### config.mk
export PLATFORM = sky130hd
export DESIGN_NAME = bcd_seg_decoder
export DESIGN_NICKNAME = d
export VERILOG_FILES = /design/src/rtl/bcd_seg_pkg.sv /design/src/rtl/bcd_hold.sv /design/src/rtl/digit_decode.sv /design/src/rtl/seg_priority.sv /design/src/rtl/bcd_seg_decoder.sv
export SDC_FILE = /design/constraint.sdc
export NUM_CORES = 1
export LEC_CHECK = 0
export ABC_CLOCK_PERIOD_IN_PS = 1700
export BUFFER_PORTS_ARGS = -buffer_cell sky130_fd_sc_hd__buf_2
export CAP_MARGIN = 20
export CORE_AREA = 2 2 39 41
export DETAILED_ROUTE_END_ITERATION = 10
export DIE_AREA = 0 0 41 43
export PLACE_DENSITY = 0.67
export SYNTH_ARGS = -nofsm -noshare
export SYNTH_HDL_FRONTEND = slang
export SYNTH_SLANG_ARGS = --single-unit
export TNS_END_PERCENT = 100
### constraint.sdc
create_clock -name clk -period 1.7 [get_ports clk]
set_input_delay 0.085 -clock clk [delete_from_list [all_inputs] [get_ports clk]]
set_output_delay 0.085 -clock clk [all_outputs]
set_load 0.01 [all_outputs]
### src/rtl/bcd_seg_pkg.sv
package bcd_seg_pkg;

  localparam int CODE_W  = 4;
  localparam int SEG_N   = 7;
  localparam int MAX_DIG = 9;

  typedef logic [CODE_W-1:0] code_t;
  typedef logic [SEG_N-1:0]  seg_t;

  localparam seg_t SEG_ALL  = {SEG_N{1'b1}};
  localparam seg_t SEG_NONE = '0;

  // Segment order {g,f,e,d,c,b,a}; a is bit 0.
  function automatic seg_t digit_pattern(input code_t c);
    seg_t p;
    case (c)
      4'd0:    p = 7'b0111111;
      4'd1:    p = 7'b0000110;
      4'd2:    p = 7'b1011011;
      4'd3:    p = 7'b1001111;
      4'd4:    p = 7'b1100110;
      4'd5:    p = 7'b1101101;
      4'd6:    p = 7'b1111101;
      4'd7:    p = 7'b0000111;
      4'd8:    p = 7'b1111111;
      4'd9:    p = 7'b1101111;
      default: p = SEG_NONE;
    endcase
    return p;
  endfunction

  function automatic logic is_decimal(input code_t c);
    return (int'(c) <= MAX_DIG);
  endfunction

endpackage

### src/rtl/bcd_hold.sv
module bcd_hold
  import bcd_seg_pkg::*;
#(
  parameter int W = CODE_W
) (
  input  logic         clk,
  input  logic         rst_n,
  input  logic         store,
  input  logic [W-1:0] code_in,
  output logic [W-1:0] held_out,
  output logic [W-1:0] code_out
);

  logic [W-1:0] held_q;

  always_ff @(posedge clk or negedge rst_n) begin
    if (!rst_n)
      held_q <= '0;
    else if (!store)
      held_q <= code_in;
  end

  assign held_out = held_q;
  assign code_out = store ? held_q : code_in;

endmodule

### src/rtl/digit_decode.sv
module digit_decode
  import bcd_seg_pkg::*;
(
  input  code_t code,
  output logic  valid,
  output seg_t  pattern
);

  assign valid   = is_decimal(code);
  assign pattern = valid ? digit_pattern(code) : SEG_NONE;

endmodule

### src/rtl/seg_priority.sv
module seg_priority
  import bcd_seg_pkg::*;
#(
  parameter int N = SEG_N
) (
  input  logic         lamp_n,
  input  logic         blank_n,
  input  logic [N-1:0] pattern,
  output logic [N-1:0] drive
);

  for (genvar i = 0; i < N; i++) begin : g_seg
    assign drive[i] = !lamp_n | (blank_n & pattern[i]);
  end

endmodule

### src/rtl/bcd_seg_decoder.sv
module bcd_seg_decoder
  import bcd_seg_pkg::*;
(
  input  logic             clk,
  input  logic             rst_n,
  input  logic [CODE_W-1:0] bcd,
  input  logic             store,
  input  logic             lamp_test_n,
  input  logic             blank_n,
  output logic [SEG_N-1:0] seg
);

  code_t held_digit;
  code_t digit_sel;
  logic  digit_valid;
  seg_t  digit_seg;

  bcd_hold #(.W(CODE_W)) u_hold (
    .clk      (clk),
    .rst_n    (rst_n),
    .store    (store),
    .code_in  (bcd),
    .held_out (held_digit),
    .code_out (digit_sel)
  );

  digit_decode u_dec (
    .code    (digit_sel),
    .valid   (digit_valid),
    .pattern (digit_seg)
  );

  seg_priority #(.N(SEG_N)) u_pri (
    .lamp_n  (lamp_test_n),
    .blank_n (blank_n),
    .pattern (digit_seg),
    .drive   (seg)
  );

endmodule

; Word level (Yosys, flattened, before mapping)
; Memories as Yosys holds them, arrays and structs flattened.
; Index checks and enable logic that the tools add are counted.
[classes]
order_cmp = 1
bitwise_logic = 14
n_reduce_logical = 1
mux = 2
[op_table]
columns = cell, count
row1 = $and 1x1->1, 7
row2 = $mux 7, 1
row3 = $or 1x1->1, 7
row4 = $le 4x4->1 const B, 1
row5 = $mux 4, 1
row6 = $logic_not 1->1, 1
[totals]
mem_count = 1
romBits = 112
inputBits = 9
register_bits = 4
[memory_table]
columns = name, words, word_bits, read_ports, rd_clocked_by_memory_dff, write_ports, line
row1 = (name not given), 16, 7, 1, 0, 0, bcd_seg_pkg.sv:16  ; case (c)

; Logic depth before layout (Yosys ltp)
; Gate-level depths: netlist of the first run.
[depth]
depth_word = 5
mapped_depth = 8
depth_no_buf = 7

; Hierarchy
; A second synthesis of the first run with hierarchy kept.
[unflattened]
cells_unflattened = 45
hier_area_um2 = 427.9
[by_module_without_submodules]
columns = module, cells_per_inst, area_per_inst_um2, instances
row1 = digit_decode, 30, 212.7, 1
row2 = bcd_hold, 8, 145.1, 1
row3 = seg_priority, 7, 70.1, 1

; Worst setup path after synthesis of the first run
; No wires, ideal clock.
[synth_path]
path_type = reg-to-output
start = register u_hold.held_q[1], in the netlist u_hold.held_out[1]
end = output port seg[0]
stages_incl_launch_ff = 7
path_buffers = 0
required_time_ns = 1.615
slack_ns = 0.112
arrival_ns = 1.503
cell_sequence = dfrtp_1 mux2i_1 ha_1 nor2_1 o31ai_4 nand2_2 o21ai_1
[synth_via]
elab_chain_len = 5
word_cells_on_any_way = 6
cone_classes = 1 x order compare / 2 x mux / 2 x bitwise / 1 x memory
[synth_rtl]
columns = element, line
row1 = "start, declared", bcd_hold.sv:14  ; logic [W-1:0] held_q;
row2 = "start signal, assigned", bcd_hold.sv:20  ; held_q <= code_in;
row3 = $mux 4 (*), -
row4 = $mem_v2 16x7 or $le 4x4->1 (tied branches), -
row5 = $mux 7 (*), digit_decode.sv:10  ; assign pattern = valid ? digit_pattern(code) : SEG_NONE;
row6 = $and 1x1->1 (*), seg_priority.sv:13  ; assign drive[i] = !lamp_n | (blank_n & pattern[i]);
row7 = $or 1x1->1 (*), seg_priority.sv:13
row8 = "end, declared", bcd_seg_decoder.sv:10  ; output logic [SEG_N-1:0] seg
; Mark *: on every way between the ends. The rest lies on a longest branch, timed or not.

; Final worst setup path of the first run
[layout_path]
start = register u_hold.held_q[0], in the netlist u_hold.held_out[0]
end = output port seg[0]
[layout_via]
elab_chain_len = 5
word_cells_on_any_way = 6
cone_classes = 1 x order compare / 2 x mux / 2 x bitwise / 1 x memory
[layout_rtl]
columns = element, line
row1 = $mux 4 (*), -
row2 = via digit_sel[0], bcd_seg_decoder.sv:14  ; code_t digit_sel;
row3 = $mem_v2 16x7 or $le 4x4->1 (tied branches), -
row4 = $mux 7 (*), digit_decode.sv:10
row5 = $and 1x1->1 (*), seg_priority.sv:13
row6 = $or 1x1->1 (*), seg_priority.sv:13
; Mark *: on every way through the listed nets, which the timed path passes. The rest lies on a longest branch.

==> impl_metrics.csv, run 1 <==
group,metric,value,unit
status,outcome,"finished, violations left",
status,failed_checks,"setup timing",
logic_synthesis,synth-seq-cells,4,
min_path,hold_path_class,"input port to async pin",
final_layout,design_area,590.6,um2
power,power_frac_comb,0.436,
logic_synthesis,ys_top_cells_by_area,"dfrtp_1 (23%), ha_1 (17%), o21ai_1 (8.1%), mux2i_1 (7.0%), buf_6 (5.2%)",
logic_synthesis,synthTopCellsByCount,"o21ai_1 (7), ha_1 (6), dfrtp_1 (4), nor2_1 (4)",
critical_path,cp_cell_sequence,"mux2_4 > inv_4 > ha_4 > nor2_2 > o31ai_4 > nand2_2 > o21ai_1 > buf_2",
floorplanning,fp.dieH,43,um
route,num_vias,409,
global_route,grt_pass1_wl,1476,um
timing,period_needed,1.820,ns
cts,htree_levels,1,
critical_path,rrSetupSlack,0.80,ns
critical_path,path_buf_inv,2,
logic_synthesis,syn_avg_cell_area,8.967,um2
job,cap_violations,0,
power,p_per_area,673.2,mW/mm2
timing,whs,0.1820,ns
timing,hold_violations,0,
logic_synthesis,async_flop_share,1.000,
final_layout,diodes,0,
power,vdd_drop_max,0.3541,mV
final_layout,syn_to_final_growth,37.21,%
logic_synthesis,synth_cell_types,21,
cts,cts_buffers,3,
logic_synthesis,syn_inst,48,
critical_path,slowest_delay,0.35,ns
timing,fin_crit_sh,1.070,
route,wl_met3,41,um
route,drc_errors,0,
cts,cts_root_buffer,"clkbuf_4",
power,power.leakage,0.2832,nW
route,ant_nets,0,
critical_path,slowest_stage,"dfrtp_1",
floorplanning,fp.dieW,41,um
global_route,gr-total-overflow,0,
global_route,antenna_found_initial,0,
power,pwr-share-seq,0.273,
final_layout,drive_gt1_frac,0.4638,
cts,insertion_delay,0.23,ns
logic_synthesis,synth.largest_area_cell,"dfrtp_1",
logic_synthesis,synth_top_area_frac,0.2326,
route,m1WireLength,353,um
floorplanning,design.core.area,0.001384,mm2
power,power.share.clock,0.291,
place,gp_congestion,0.6804,
cts,cts.sinks,4,
global_route,grt_max_degree,12,
route,drtIter0Drc,1,
final_layout,largest_register_ffs,4,
floorplanning,rows,14,
place,dp_hpwl,711.9,um
power,p_sw,0.1358,mW
logic_synthesis,yosysSeqAreaShare,0.2326,
route,wl_met2,505,um
final_layout,fin_nets,86,
critical_path,end_kind,"output pin",
timing,skew,0,ns
route,routed_wl,899,um
critical_path,critPathKind,"flop to output pin",
route,firstDrtPassIters,2,
place,place_area,518.0,um2
floorplanning,dieArea,0.001763,mm2
timing,fin_ws,-0.1196,ns
timing,fmax,549.6,MHz
critical_path,startpoint_type,"flop",
timing,setup-violations-final,7,
logic_synthesis,synth_most_common_cell,"o21ai_1",
cts,cts_tree,"built",
logic_synthesis,yosys_warnings,0,
logic_synthesis,synth_edf_count,0,
global_route,track_usage,0.1227,
critical_path,crit_arrival,1.73,ns
floorplanning,initial_core_util,0.3110,
critical_path,cp.required,1.62,ns
floorplanning,boundaryPins,16,
cts,cts.clk_slew.worst_paths,0.04,ns
timing,relSlewSlack,0.8632,
critical_path,crit_family,"flip-flops",
global_route,grt_pass1_vias,406,
route,avgViaCountPerCell,4.812,
critical_path,worstPathMaxFanout,6,
power,p_int,0.2618,mW
route,dr.max_layer_used,"met3",
route,drt-wirelength-per-cell,10.58,um
timing,drv_slew,0,
timing,rsz0062_at_grt,"yes",
logic_synthesis,ys.flop_type,"dfrtp_1",
logic_synthesis,syn_area,430.4,um2
cts,cts_max_path_buffers,2,
logic_synthesis,synth.net_count,63,
power,sw_frac_of_total,0.3415,
timing,worst_pin_slew,0.2052,ns
place,port_buffers,15,
-- cells by family (layout without fill, tap and decap cells) --
group	Yosys count	after routing	synth area share
simple gates	13	13	0.1541
mux	6	6	0.1570
fa+ha+maj	6	6	0.1744
flops	4	4	0.2326
compound gates	13	13	0.1948
buf+inv	6	27	0.08720
-- per-stage QoR --
step / util / worst slack [ns] / cells / setup TNS (ns) / power [mW]
final: 0.4268 / -0.1196 / 85 / -0.6491 / 0.3976
after global placement: 0.3743 / 0.04275 / 79 / 0 / 0.2601
after floorplan: - / 0.1117 / 48 / 0 / 0.2202
after CTS: 0.4241 / -0.1117 / 85 / -0.7283 / 0.4030
after global routing: 0.4268 / -0.2096 / 85 / -1.410 / 0.4273
after detailed placement: 0.3743 / -0.01491 / 79 / -0.02524 / 0.2636
-- final timing paths --
kind                                       to  cells past startpoint               start
max                                    seg[0]                      8  u_hold.held_out[0]
min                        u_hold.held_out[2]                      2               rst_n
max reg2reg                u_hold.held_out[0]                      2  u_hold.held_out[0]
min reg2reg                u_hold.held_out[2]                      1  u_hold.held_out[2]
max in group asynchronous  u_hold.held_out[1]                      2               rst_n
min in group clk           u_hold.held_out[2]                      2              bcd[2]
-- final cells by class --
cell class / count / area (um2)
fill: 152 / 793.3
multi-input combinational: 38 / 315.3
timing repair buffer: 20 / 115.1
sequential: 4 / 100.1
clock buffer: 3 / 22.52
tap: 16 / 20.02
inverter: 4 / 17.52
-- metal layers --
layer,up-vias,track usage
li1,207,-
met3,0,0.04712
met5,-,0
met1,192,0.1036
met2,10,0.2250
met4,0,0.06000
-- layout by cell type (no fill, tap or decap), types with 3 or more instances in the layout --
cell / count
clkbuf_4: 3
ha_1: 5
buf_2: 15
dfrtp_1: 4
mux2i_1: 3
nor2_1: 3
buf_4: 4
o21ai_1: 6
-- repair_timing --
action,CTS,global route
buffers inserted,2,0
hold endpoints to repair,4,0
pin swaps,3,4
resized for setup,6,1
endpoints found under the setup margin,7,7
hold buffers,1,0
-- power groups by stage --
| stage | combinational (mW) | sequential, mW | clock, mW |
|---|---|---|---|
| finish | 0.173 | 0.109 | 0.116 |
| global placement | 0.151 | 0.110 | 0 |
| CTS | 0.173 | 0.108 | 0.121 |
| global route | 0.192 | 0.110 | 0.126 |
| floorplan | 0.111 | 0.109 | 0 |
| detailed placement | 0.154 | 0.110 | 0 |
No activity file was read; power rests on OpenSTA's default activity.
==> inputs of run 2 (changes only) <==
==> constraint.sdc (replaced) <==
create_clock -name clk -period 1.7 [get_ports clk]
set_input_delay 0.34 -clock clk [delete_from_list [all_inputs] [get_ports clk]]
set_output_delay 0.34 -clock clk [all_outputs]
set_load 0.01 [all_outputs]
==> impl_metrics.csv, run 2 (synthesis gave the netlist of run 1 again) <==
group,metric,value,unit
status,outcome,"finished, violations left",
status,failed_checks,"setup timing",
final_layout,drive_gt1_frac,0.6795,
power,p_total,0.4806,mW
route,firstDrtPassIters,4,
cts,cts.clk_slew.worst_paths,0.04,ns
min_path,hold_path_class,"input port to async pin",
place,port_buffers,15,
power,p_per_area,659.9,mW/mm2
final_layout,design_area,728.2,um2
timing,setup-violations-final,7,
timing,fin_crit_sh,1.227,
critical_path,reg2reg_from,"u_hold.held_out[1]",
global_route,grt_pass1_wl,1800,um
final_layout,largest_register_ffs,4,
final_layout,instances_no_fill,94,
global_route,grt_max_degree,9,
timing,relSlewSlack,0.8318,
global_route,track_usage,0.1518,
global_route,gr-total-overflow,0,
cts,cts.sinks,4,
cts,cts_buffers,3,
route,drt-wirelength-per-cell,11.36,um
place,gp_congestion,0.6902,
timing,fin_ws,-0.3865,ns
cts,cts_max_path_buffers,2,
critical_path,r2r_end,"u_hold.held_out[1]",
route,ant_nets,0,
floorplanning,rows,14,
final_layout,layout_commonest_cell,"buf_2",
critical_path,cp.required,1.36,ns
place,dp_slack,-0.3585,ns
cts,htree_levels,1,
cts,cts_tree,"built",
final_layout,fin_nets,95,
critical_path,rr_worst_depth,4,
timing,tns,-2.580,ns
floorplanning,boundaryPins,16,
route,routed_wl,1068,um
timing,worst_pin_slew,0.2504,ns
critical_path,startpoint_type,"flop",
final_layout,diodes,0,
floorplanning,dieArea,0.001763,mm2
floorplanning,design.core.area,0.001384,mm2
critical_path,crit_arrival,1.75,ns
route,drc_errors,0,
final_layout,final_cell_mix,"buf_2 (15), buf_4 (13), o21ai_2 (7)",
timing,rsz0062_at_grt,"yes",
floorplanning,fp.dieW,41,um
critical_path,end_kind,"output pin",
floorplanning,initial_core_util,0.3110,
cts,cts_root_buffer,"clkbuf_4",
route,num_vias,450,
job,cap_violations,0,
critical_path,worstPathMaxFanout,6,
timing,period_needed,2.087,ns
route,drtIter0Drc,4,
timing,hold_violations,0,
power,vdd_drop_max,0.3257,mV
cts,insertion_delay,0.24,ns
timing,skew,0,ns
final_layout,syn_to_final_growth,69.19,%
place,placedCellCount,86,
critical_path,critPathKind,"flop to output pin",
place,place_area,630.6,um2
power,power.leakage,0.3397,nW
floorplanning,fp.dieH,43,um
place,dp_hpwl,800.7,um
global_route,grt_pass1_vias,447,
route,avgViaCountPerCell,4.787,
timing,fmax,479.3,MHz
critical_path,rrSetupSlack,0.68,ns
timing,drv_slew,0,
global_route,antenna_found_initial,0,
[run 2: area by class of cell]
cell class | instances | area (um2)
repair buffers | 29 | 182.7
well taps | 16 | 20.02
clock buffers | 3 | 22.52
fillers | 127 | 655.6
flip-flops and latches | 4 | 100.1
multi-input cells | 38 | 382.9
inverters | 4 | 20.02
[run 2: metal layers]
layer  up-vias  share of wire  GRT usage
li1        227              -          -
met1       206           0.41     0.1677
met2        13           0.53     0.2344
met3         4          0.039    0.04712
met4         0          0.023     0.1000
met5         -              0          0
[run 2: power by group]
group	internal (mW)	leakage [nW]	switching, mW	total [mW]
Sequential	0.105	0.0468	0.00501	0.110
Clock	0.0795	0.0138	0.0464	0.126
Combinational	0.123	0.279	0.122	0.244
Total	0.307	0.340	0.173	0.481
[run 2: worst max-delay path: stages (launching register included)]
cell and delay, ns:
dfrtp_1 0.35, mux2_4 0.30, inv_6 0.09, ha_4 0.15, nor2_4 0.04, o31ai_4 0.20
nand2_4 0.12, o21ai_2 0.13, buf_2 0.13
[run 2: worst max path at each step]
stage                        from  endpoint  slack (ns)  cells past startpoint
6_report       u_hold.held_out[0]    seg[5]       -0.39                      8
5_1_grt        u_hold.held_out[0]    seg[2]       -0.46                      8
4_1_cts        u_hold.held_out[0]    seg[4]       -0.38                      8
3_5_place_dp                store    seg[3]       -0.36                      8
3_3_place_gp                store    seg[3]       -0.33                      8
2_1_floorplan               store    seg[0]       -0.16                      8
[run 2: through the flow]
stage / hold WS, ns / util
final: 0.4329 / 0.5262
after global placement: 0.1449 / 0.4557
after CTS: 0.4297 / 0.5099
after detailed placement: 0.1491 / 0.4557
after floorplan: 0.04441 / -
after global routing: 0.4501 / 0.5262
[run 2: what timing repair did]
item / CTS / global route
pin swaps: 1 / 8
setup buffers: 3 / 1
hold endpoints to repair: 4 / 0
hold buffers: 1 / 0
setup endpoints to repair: 7 / 7
gates resized for setup: 5 / 5
==> inputs of run 3 (changes only) <==
--- a/config.mk
+++ b/config.mk
@@ -6,9 +6,10 @@
 export NUM_CORES = 1
 export LEC_CHECK = 0
 export ABC_CLOCK_PERIOD_IN_PS = 1700
-export BUFFER_PORTS_ARGS = -buffer_cell sky130_fd_sc_hd__buf_2
+export BUFFER_PORTS_ARGS = -buffer_cell sky130_fd_sc_hd__clkbuf_2
 export CAP_MARGIN = 20
 export CORE_AREA = 2 2 39 41
+export CTS_CLUSTER_SIZE = 14
 export DETAILED_ROUTE_END_ITERATION = 10
 export DIE_AREA = 0 0 41 43
 export PLACE_DENSITY = 0.67
==> impl_metrics.csv, run 3 (synthesis gave the netlist of run 1 again) <==
group,metric,value,unit
timing,setup-violations-final,7,
global_route,grt_max_degree,10,
place,port_buffers,15,
final_layout,drive_gt1_frac,0.6494,
global_route,track_usage,0.1702,
final_layout,fin_nets,94,
cts,cts_max_path_buffers,2,
timing,fin_ws,-0.3892,ns
global_route,antenna_found_initial,0,
route,routed_wl,1065,um
timing,fmax,478.6,MHz
final_layout,final_cell_mix,"buf_4 (12), clkbuf_2 (8), o21ai_2 (7), buf_2 (7)",
cts,insertion_delay,0.24,ns
floorplanning,rows,14,
floorplanning,fp.dieW,41,um
cts,cts_tree,"built",
route,drc_errors,0,
min_path,hold_path_class,"input port to async pin",
cts,cts.sinks,4,
route,num_vias,434,
route,avgViaCountPerCell,4.667,
route,dr.max_layer_used,"met4",
final_layout,syn_to_final_growth,62.79,%
final_layout,largest_register_ffs,4,
timing,fin_crit_sh,1.229,
critical_path,rr_worst_depth,4,
floorplanning,design.core.area,0.001384,mm2
global_route,grt_pass1_wl,1890,um
place,dp_hpwl,817.9,um
status,failed_checks,"setup timing",
cts,cts_root_buffer,"clkbuf_4",
timing,relSlewSlack,0.8258,
timing,skew,0,ns
final_layout,n_fill_cell,123,
route,ant_nets,0,
critical_path,worstPathMaxFanout,6,
timing,worst_pin_slew,0.2558,ns
floorplanning,fp.dieH,43,um
final_layout,layout_commonest_cell,"buf_4",
critical_path,crit_arrival,1.75,ns
route,wl_met2,577,um
status,outcome,"finished, violations left",
floorplanning,boundaryPins,16,
route,drt-wirelength-per-cell,11.45,um
floorplanning,dieArea,0.001763,mm2
power,p_per_area,658.2,mW/mm2
timing,period_needed,2.089,ns
floorplanning,initial_core_util,0.3110,
timing,tns,-2.565,ns
critical_path,end_kind,"output pin",
critical_path,cp.required,1.36,ns
power,power.leakage,0.3349,nW
timing,drv_slew,0,
cts,cts_buffers,3,
power,p_total,0.4612,mW
job,cap_violations,0,
power,vdd_drop_max,0.3429,mV
route,drtIter0Drc,7,
route,wl_met3,43,um
global_route,gr-total-overflow,0,
route,firstDrtPassIters,4,
cts,cts.clk_slew.worst_paths,0.04,ns
final_layout,diodes,0,
critical_path,startpoint_type,"flop",
place,gp_congestion,0.7305,
timing,rsz0062_at_grt,"yes",
critical_path,critPathKind,"flop to output pin",
global_route,grt_pass1_vias,437,
timing,hold_violations,0,
route,m1WireLength,401,um
cts,htree_levels,1,
-- run 3: cell types whose count changed in the layout (fill, tap and decap cells not counted), sizes merged --
cell,before,now
clkbuf,3,11
buf,28,19
-- run 3: what timing repair did --
item,4_1_cts,5_1_grt
buffers inserted,4,2
hold buffers,1,0
pin swaps,3,5
endpoints found under the setup margin,7,7
resized for setup,3,9
endpoints found under the hold margin,4,0
-- run 3: worst max-delay path, cell delays in order, from the launching register on --
cell,delay [ns]
dfrtp_1,0.38
mux2i_4,0.24
ha_2,0.23
nor2_2,0.05
o31ai_4,0.21
nand2_4,0.12
o21ai_2,0.13
buf_2,0.14
-- run 3: worst paths after layout --
path	endpoint	startpoint	slack, ns
hold reg to reg	u_hold.held_out[0]	u_hold.held_out[0]	0.65
min in group clk	u_hold.held_out[0]	bcd[0]	0.52
hold / removal	u_hold.held_out[3]	rst_n	0.44
max in group asynchronous	u_hold.held_out[0]	rst_n	1.13
setup / recovery	seg[3]	u_hold.held_out[1]	-0.39
setup reg to reg	u_hold.held_out[1]	u_hold.held_out[1]	0.62
-- run 3: final cells by class --
class / count / area, um2 / share of cell area
multi-input cells: 38 / 365.4 / 0.5214
repair buffers: 28 / 175.2 / 0.2500
flip-flops and latches: 4 / 100.1 / 0.1429
clock buffers: 3 / 22.52 / 0.03214
well taps: 16 / 20.02 / 0.02857
inverters: 4 / 17.52 / 0.02500
-- run 3: report_power, final --
group          switching [mW]  internal (mW)
Sequential            0.00500          0.105
Combinational           0.115          0.112
Clock                  0.0449         0.0793
Total                   0.165          0.296
-- run 3: through the flow --
stage | hold WS (ns) | cells | utilization | cell area (um2) | worst slack [ns]
6_report | 0.4367 | 93 | 0.5063 | 700.7 | -0.3892
5_1_grt | 0.4398 | 93 | 0.5063 | 700.7 | -0.4881
4_1_cts | 0.4343 | 91 | 0.4937 | 683.2 | -0.3899
3_5_place_dp | 0.1562 | 83 | 0.4394 | 608.1 | -0.3959
3_3_place_gp | 0.1456 | 83 | 0.4394 | 608.1 | -0.3336
2_1_floorplan | 0.04441 | 48 | - | 490.5 | -0.1584
-- run 3: layer usage --
metal  global-route usage  vias to the layer above
met2               0.2469                       10
li1                     -                      225
met1               0.1818                      194
met5                    0                        -
met4               0.1600                        0
met3              0.05236                        5
